**config.mk**
```make
export PLATFORM = sky130hd
export DESIGN_NAME = opnd_shifter
export DESIGN_NICKNAME = d
export VERILOG_FILES = /design/src/rtl/opsh_pkg.sv /design/src/rtl/opsh_barrel.sv /design/src/rtl/opsh_carry.sv /design/src/rtl/opnd_shifter.sv
export SDC_FILE = /design/constraint.sdc
export NUM_CORES = 1
export LEC_CHECK = 0
export ABC_AREA = 1
export BUFFER_PORTS_ARGS = -buffer_cell sky130_fd_sc_hd__buf_2
export CAP_MARGIN = 20
export CORE_MARGIN = 4
export CORE_UTILIZATION = 28
export DETAILED_ROUTE_END_ITERATION = 7
export REMOVE_ABC_BUFFERS = 1
export SYNTH_ARGS = -nofsm -noshare
export SYNTH_HDL_FRONTEND = slang
export SYNTH_SLANG_ARGS = --single-unit
```
**constraint.sdc**
```tcl
create_clock -name vclk -period 2.8
set_input_delay 0.28 -clock vclk [all_inputs]
set_output_delay 0.28 -clock vclk [all_outputs]
set_load 0.01 [all_outputs]
```
**src/rtl/opsh_pkg.sv**
```systemverilog
package opsh_pkg;

  typedef enum logic [1:0] {
    SK_LSL = 2'b00,
    SK_LSR = 2'b01,
    SK_ASR = 2'b10,
    SK_ROR = 2'b11
  } shift_kind_e;

  // Bit that enters from the top on a right shift of a non-rotating kind.
  function automatic logic right_fill(input shift_kind_e kind, input logic msb);
    return (kind == SK_ASR) ? msb : 1'b0;
  endfunction

  function automatic logic is_left(input shift_kind_e kind);
    return kind == SK_LSL;
  endfunction

  function automatic logic is_rotate(input shift_kind_e kind);
    return kind == SK_ROR;
  endfunction

endpackage

```
**src/rtl/opsh_barrel.sv**
```systemverilog
module opsh_barrel #(
  parameter int DATA_W = 32,
  localparam int AMT_W = $clog2(DATA_W)
) (
  input  logic [DATA_W-1:0]   val,
  input  opsh_pkg::shift_kind_e kind,
  input  logic [AMT_W-1:0]    amt,
  output logic [DATA_W-1:0]   res
);
  import opsh_pkg::*;

  function automatic logic [DATA_W-1:0] bit_rev(input logic [DATA_W-1:0] x);
    logic [DATA_W-1:0] r;
    for (int i = 0; i < DATA_W; i++) r[i] = x[DATA_W-1-i];
    return r;
  endfunction

  logic                           go_left;
  logic                           rotate;
  logic                           fill_bit;
  logic [AMT_W:0][DATA_W-1:0]     stg;

  assign go_left  = is_left(kind);
  assign rotate   = is_rotate(kind);
  // Left shifts run through the right-shift network on a mirrored word.
  assign fill_bit = go_left ? 1'b0 : right_fill(kind, val[DATA_W-1]);
  assign stg[0]   = go_left ? bit_rev(val) : val;

  for (genvar s = 0; s < AMT_W; s++) begin : g_stage
    localparam int K = 1 << s;
    logic [DATA_W-1:0] moved;
    always_comb begin
      if (rotate)
        moved = {stg[s][K-1:0], stg[s][DATA_W-1:K]};
      else
        moved = (stg[s] >> K) | (fill_bit ? ~({DATA_W{1'b1}} >> K) : '0);
    end
    assign stg[s+1] = amt[s] ? moved : stg[s];
  end

  assign res = go_left ? bit_rev(stg[AMT_W]) : stg[AMT_W];

endmodule

```
**src/rtl/opsh_carry.sv**
```systemverilog
module opsh_carry #(
  parameter int DATA_W = 32,
  localparam int AMT_W = $clog2(DATA_W)
) (
  input  logic [DATA_W-1:0]     val,
  input  opsh_pkg::shift_kind_e kind,
  input  logic [AMT_W-1:0]      amt,
  output logic                  cout
);
  import opsh_pkg::*;

  logic [AMT_W-1:0] pick;

  // Left: last bit out sits at DATA_W-amt (modulo wrap gives that directly).
  // Right kinds: last bit out sits at amt-1. Only valid for amt != 0.
  always_comb begin
    if (is_left(kind))
      pick = AMT_W'(DATA_W) - amt;
    else
      pick = amt - 1'b1;
  end

  assign cout = val[pick];

endmodule

```
**src/rtl/opnd_shifter.sv**
```systemverilog
module opnd_shifter #(
  parameter int DATA_W = 32,
  localparam int AMT_W = $clog2(DATA_W)
) (
  input  logic [DATA_W-1:0] src_val,
  input  logic [1:0]        shift_kind,
  input  logic [AMT_W-1:0]  shift_amt,
  input  logic              rrx_sel,
  input  logic              carry_in,
  input  logic              invert,
  output logic [DATA_W-1:0] opnd_out,
  output logic              carry_out
);
  import opsh_pkg::*;

  shift_kind_e       kind;
  logic [DATA_W-1:0] barrel_res;
  logic              barrel_cout;
  logic              amt_zero;
  logic [DATA_W-1:0] shifted_val;
  logic              shift_cout;

  assign kind     = shift_kind_e'(shift_kind);
  assign amt_zero = (shift_amt == '0);

  opsh_barrel #(.DATA_W(DATA_W)) i_barrel (
    .val  (src_val),
    .kind (kind),
    .amt  (shift_amt),
    .res  (barrel_res)
  );

  opsh_carry #(.DATA_W(DATA_W)) i_carry (
    .val  (src_val),
    .kind (kind),
    .amt  (shift_amt),
    .cout (barrel_cout)
  );

  always_comb begin
    if (rrx_sel) begin
      shifted_val = {carry_in, src_val[DATA_W-1:1]};
      shift_cout  = src_val[0];
    end else if (amt_zero) begin
      shifted_val = src_val;
      shift_cout  = carry_in;
    end else begin
      shifted_val = barrel_res;
      shift_cout  = barrel_cout;
    end
  end

  assign opnd_out  = invert ? ~shifted_val : shifted_val;
  assign carry_out = shift_cout;

endmodule

```
==> results of run 1 <==
## path summary, 6_finish.rpt
kind / to
min: carry_out
max: carry_out
## per-layer routing
metal | share of wire | track usage
met1 | 0.43 | 0.327
met5 | 0 | 0
met2 | 0.46 | 0.373
met4 | 0.029 | 0.0458
met3 | 0.088 | 0.0155
## repair_timing
| item | in CTS | in global routing |
|---|---|---|
| setup buffers | 0 | 4 |
| gates resized for setup | 1 | 17 |
| hold buffers | 0 | 0 |
| hold endpoints to repair | 0 | 0 |
| pin swaps | 0 | 2 |
| gates cloned | 0 | 5 |
| setup endpoints to repair | 1 | 32 |
## Yosys cell counts
master | count | area, µm²
buf_1 | 16 | 60.1
nand3_1 | 364 | 1820
o21ai_1 | 5 | 25.0
nor2_4 | 1 | 11.3
clkinv_1 | 3 | 11.3
buf_2 | 27 | 135
nand2_1 | 477 | 1790
inv_1 | 44 | 165
xor2_1 | 3 | 26.3
buf_4 | 4 | 30.0
xnor2_2 | 1 | 16.3
nor3b_1 | 1 | 7.51
inv_2 | 2 | 7.51
o21bai_1 | 1 | 7.51
clkbuf_1 | 24 | 90.1
ha_1 | 2 | 25.0
a21oi_1 | 36 | 180
buf_6 | 6 | 67.6
nor3_1 | 1 | 5.00
nand2_2 | 2 | 12.5
xor2_2 | 2 | 32.5
o211ai_1 | 8 | 60.1
o21ai_0 | 14 | 70.1
nor2_1 | 15 | 56.3
o22ai_1 | 3 | 18.8
## per-stage QoR
step | instances | setup TNS (ns) | setup WS, ns | util | power, W
2_1_floorplan | 985 | -17.68 | -0.604 | - | 0.000741
3_3_place_gp | 1311 | -0.0410 | -0.0410 | 0.322 | 0.00120
3_5_place_dp | 1311 | -0.106 | -0.106 | 0.322 | 0.00120
4_1_cts | 1311 | 0 | 0.00129 | 0.323 | 0.00121
5_1_grt | 1320 | -0.0660 | -0.0250 | 0.339 | 0.00142
6_report | 1320 | 0 | 0.151 | 0.339 | 0.00128
## kinds of logic (layout without fill, tap and decap cells)
family,Yosys count,count (layout),share of synthesized area
buffers and inverters,126,164,0.120
and+or+nand+nor,861,861,0.783
xor gates and xnor gates,6,6,0.0159
AOI/OAI and AO/OA,67,67,0.0764
adders and majority gates,2,2,0.00529
## where the power goes
| part | switching (W) | total, W | internal [W] |
|---|---|---|---|
| clock network | 0 | 0 | 0 |
| logic | 0.000849 | 0.00128 | 0.000435 |
| registers | 0 | 0 | 0 |
| total | 0.000849 | 0.00128 | 0.000435 |
## cell type report
class | count | share of cell area
Multi-Input combinational cell | 936 | 0.757
Timing Repair Buffer | 115 | 0.162
Tap cell | 220 | 0.0490
Inverter | 49 | 0.0327
==> impl_metrics.ini, run 1 <==
[detailed_routing]
dr.first_iter.drc_count = 929
wl_um = 23900
via_count = 7411
wire_per_inst_um = 18.1
drc = 0
drt_first_pass_iters = 6
vias_per_cell = 5.61
postRouteAntennaNets = 0

[timing]
slew_headroom = 0.552
fmax_ghz = 0.377
finalMaxSlewViolations = 0
min_period_ns = 2.65
setup_viol = 0
final.period_utilization = 0.946
hold_ws_ns = 0.912
worst_slew_pin_slew_ns = 0.673
finalHoldViolCount = 0
rsz0062_at_grt = yes

[critical_path]
crit_start = shift_amt[0]
critPathKind = primary input to primary output
crit_path_end_kind = primary output
path_cells = buf_2 -> inv_1 -> ha_1 -> xor2_2 -> xor2_2 -> inv_1 -> a21oi_1 -> o21ai_0 -> o21ai_0 -> nand2_1 -> nand3_1 -> nor3b_2 -> o21ai_1 -> buf_2
critPathMaxFanout = 6
worstPathBufferInverterCount = 4
cpMaxStageDelayCell = xor2_2
critPathRequiredTime_ns = 2.52
critPathTopFamily = buffers and inverters
slowest_delay_ns = 0.31
path_depth = 14
worst_setup_path_start_kind = primary input
arrival_ns = 2.37

[final_layout]
multiInputGateArea_um2 = 4250
design.seq.count = 0
syn_to_final_growth_pct = 18.7
design_area_um2 = 5620
layout_commonest_cell = nand2_1
nets = 1146
clkbuf_count = 0
seqCellArea_um2 = 0
layout_common_cells = nand2_1, nand3_1, buf_2, inv_1, a21oi_1
nFillCells = 2004
n_antenna_cell = 0
drive_above_1_share = 0.125

[run]
max_cap_viol_count = 0

[floorplan]
die_y_um = 138
die_x_um = 138
io_pins = 75
initial_utilization = 0.285
rows = 47
dieArea_um2 = 19000
fp.coreArea_um2 = 16600

[yosys]
yosysUniqueCellTypes = 25
avgSynthCellArea_um2 = 4.46
yosys_warnings = 0
synth_area_um2 = 4730
seq_area_frac_synth = 0
synthCells = 1062

[global_routing]
grt_util_all_layers = 0.227
grt_max_degree = 45
grt-ovfl-total = 0
grt_pass1_vias = 6402
grt_pass1_wl_um = 36300
antenna_found_initial = 0

[power]
irDropWorstVdd_uv = 59.0
power.density_nw_per_um2 = 229
p_leak_nw = 3.17

[hold_path]
worstHoldPathCells = 4
hold_path.class = primary input to primary output
min_from = src_val[0]

[outcome]
status = completed

[place]
hpwl_um = 17700
portBuffers = 75
gp_congestion = 1.04
placed_cell_area_um2 = 5350
No activity file was read; power rests on OpenSTA's default activity.
==> run 2: changes to the inputs <==
==> constraint.sdc (replaced) <==
create_clock -name vclk -period 2.8
set_input_delay 0.56 -clock vclk [all_inputs]
set_output_delay 0.56 -clock vclk [all_outputs]
set_load 0.01 [all_outputs]
==> run 2 against run 1 <==
The run now ends with negative setup slack left. Critical path depth rose by 2. Clock-buffer cell count did not move. Via count rose by 12%. Die area did not move. Maximum frequency fell by 17%. Worst setup slack got worse by 0.54 ns. Routed wire length rose by 18%. Non-clock buffer count rose by 95. Largest power group unchanged. Highest routed layer unchanged.
==> impl_metrics.ini, run 2 (synthesized netlist as in run 1, its figures left out) <==
[outcome]
status = complete, but fails checks
violations = negative setup slack

[critical_path]
critPathRequiredTime_ns = 2.24
crit_start = shift_kind[1]
critPathMaxFanout = 8
critPathKind = primary input to primary output
crit_path_end_kind = primary output
worst_setup_path_start_kind = primary input
arrival_ns = 2.63

[timing]
rsz0062_at_grt = yes
setup_viol = 33
fmax_ghz = 0.313
min_period_ns = 3.19
hold_ws_ns = 1.50
finalHoldViolCount = 0
slew_headroom = 0.723
worst_slew_pin_slew_ns = 0.415
layout_setup_ws_ns = -0.394
finalMaxSlewViolations = 0
final.period_utilization = 1.14

[final_layout]
drive_above_1_share = 0.495
syn_to_final_growth_pct = 78.5
fin_cells = 1415
layout_commonest_cell = nand2_1
nFillCells = 1657
layout_common_cells = nand2_1, nand3_2, nand3_1, nand2_2, buf_4
design_area_um2 = 8450
clkbuf_count = 0
multiInputGateArea_um2 = 6190
n_antenna_cell = 0
nets = 1241
design.seq.count = 0
seqCellArea_um2 = 0

[detailed_routing]
drt_first_pass_iters = 8
wire_per_inst_um = 19.9
drc = 0
wl_um = 28100
dr.first_iter.drc_count = 1017
vias_per_cell = 5.85
via_count = 8280
postRouteAntennaNets = 0

[place]
portBuffers = 75
hpwl_um = 18900
placed_cells = 1392
preCtsSetupSlack_ns = -0.519
gp_congestion = 0.996
placed_cell_area_um2 = 6000

[global_routing]
grt_util_all_layers = 0.252
grt_max_degree = 67
grt_pass1_wl_um = 40400
grt-ovfl-total = 0
antenna_found_initial = 0
grt_pass1_vias = 7566

[power]
seq_power_share = 0
irDropWorstVdd_uv = 74.9
clkPwrFrac = 0
p_leak_nw = 4.27
power_w = 0.00187
switching_share = 0.624
p_sw_w = 0.00117
power.density_nw_per_um2 = 221
pwr-share-comb = 1.000
p_int_w = 0.000701

[floorplan]
fp.coreArea_um2 = 16600
io_pins = 75
dieArea_um2 = 19000
rows = 47
die_x_um = 138
die_y_um = 138
initial_utilization = 0.285

[hold_path]
hold_path.class = primary input to primary output
min_from = carry_in
worstHoldPathCells = 5
whs_endpoint = opnd_out[31]

[run]
max_cap_viol_count = 0
==> run 2: worst max-delay path by stage <==
stage	endpoint	slack [ns]
after floorplan	opnd_out[0]	-1.16
after global placement	carry_out	-0.52
after detailed placement	carry_out	-0.52
after CTS	carry_out	-0.29
after global routing	opnd_out[13]	-0.50
final	carry_out	-0.39
==> run 2: area by class of cell <==
cell class / instances / share of cell area
inverter: 49 / 0.0227
multi-input combinational: 936 / 0.733
tap: 220 / 0.0326
timing repair buffer: 210 / 0.212
==> run 2: critical path, stage by stage <==
cell,delay (ns)
buf_8,0.10
nor2_4,0.11
buf_12,0.17
buf_12,0.14
buf_16,0.14
buf_12,0.13
xor2_4,0.21
buf_6,0.16
o21ai_2,0.06
o22ai_1,0.20
nand2_1,0.08
nand3_1,0.07
nand3_1,0.06
nor3b_2,0.16
o21ai_1,0.13
buf_2,0.14
==> run 2: per-stage QoR <==
stage / utilization / setup TNS [ns]
2_1_floorplan: - / -36.16
3_3_place_gp: 0.362 / -11.46
3_5_place_dp: 0.362 / -12.22
4_1_cts: 0.432 / -7.70
5_1_grt: 0.509 / -14.24
6_report: 0.509 / -9.52
==> run 2: repair_timing <==
item	in CTS	in global routing
gates resized for setup	208	273
buffers inserted	10	7
cloned	5	3
endpoints found under the setup margin	33	33
hold buffers	0	0
pin swaps	34	100
==> run 2: metal layers <==
metal	share of wire	GRT usage	routed length, µm
met3	0.088	0.0373	2470
met5	0	0	0
met1	0.39	0.336	11100
met2	0.45	0.411	12700
met4	0.067	0.0993	1900
==> run 2: power by group through the flow <==
stage          combinational (W)  sequential (W)  clock, W
6_report                 0.00187               0         0
5_1_grt                  0.00199               0         0
4_1_cts                  0.00153               0         0
3_5_place_dp             0.00131               0         0
3_3_place_gp             0.00132               0         0
2_1_floorplan           0.000741               0         0
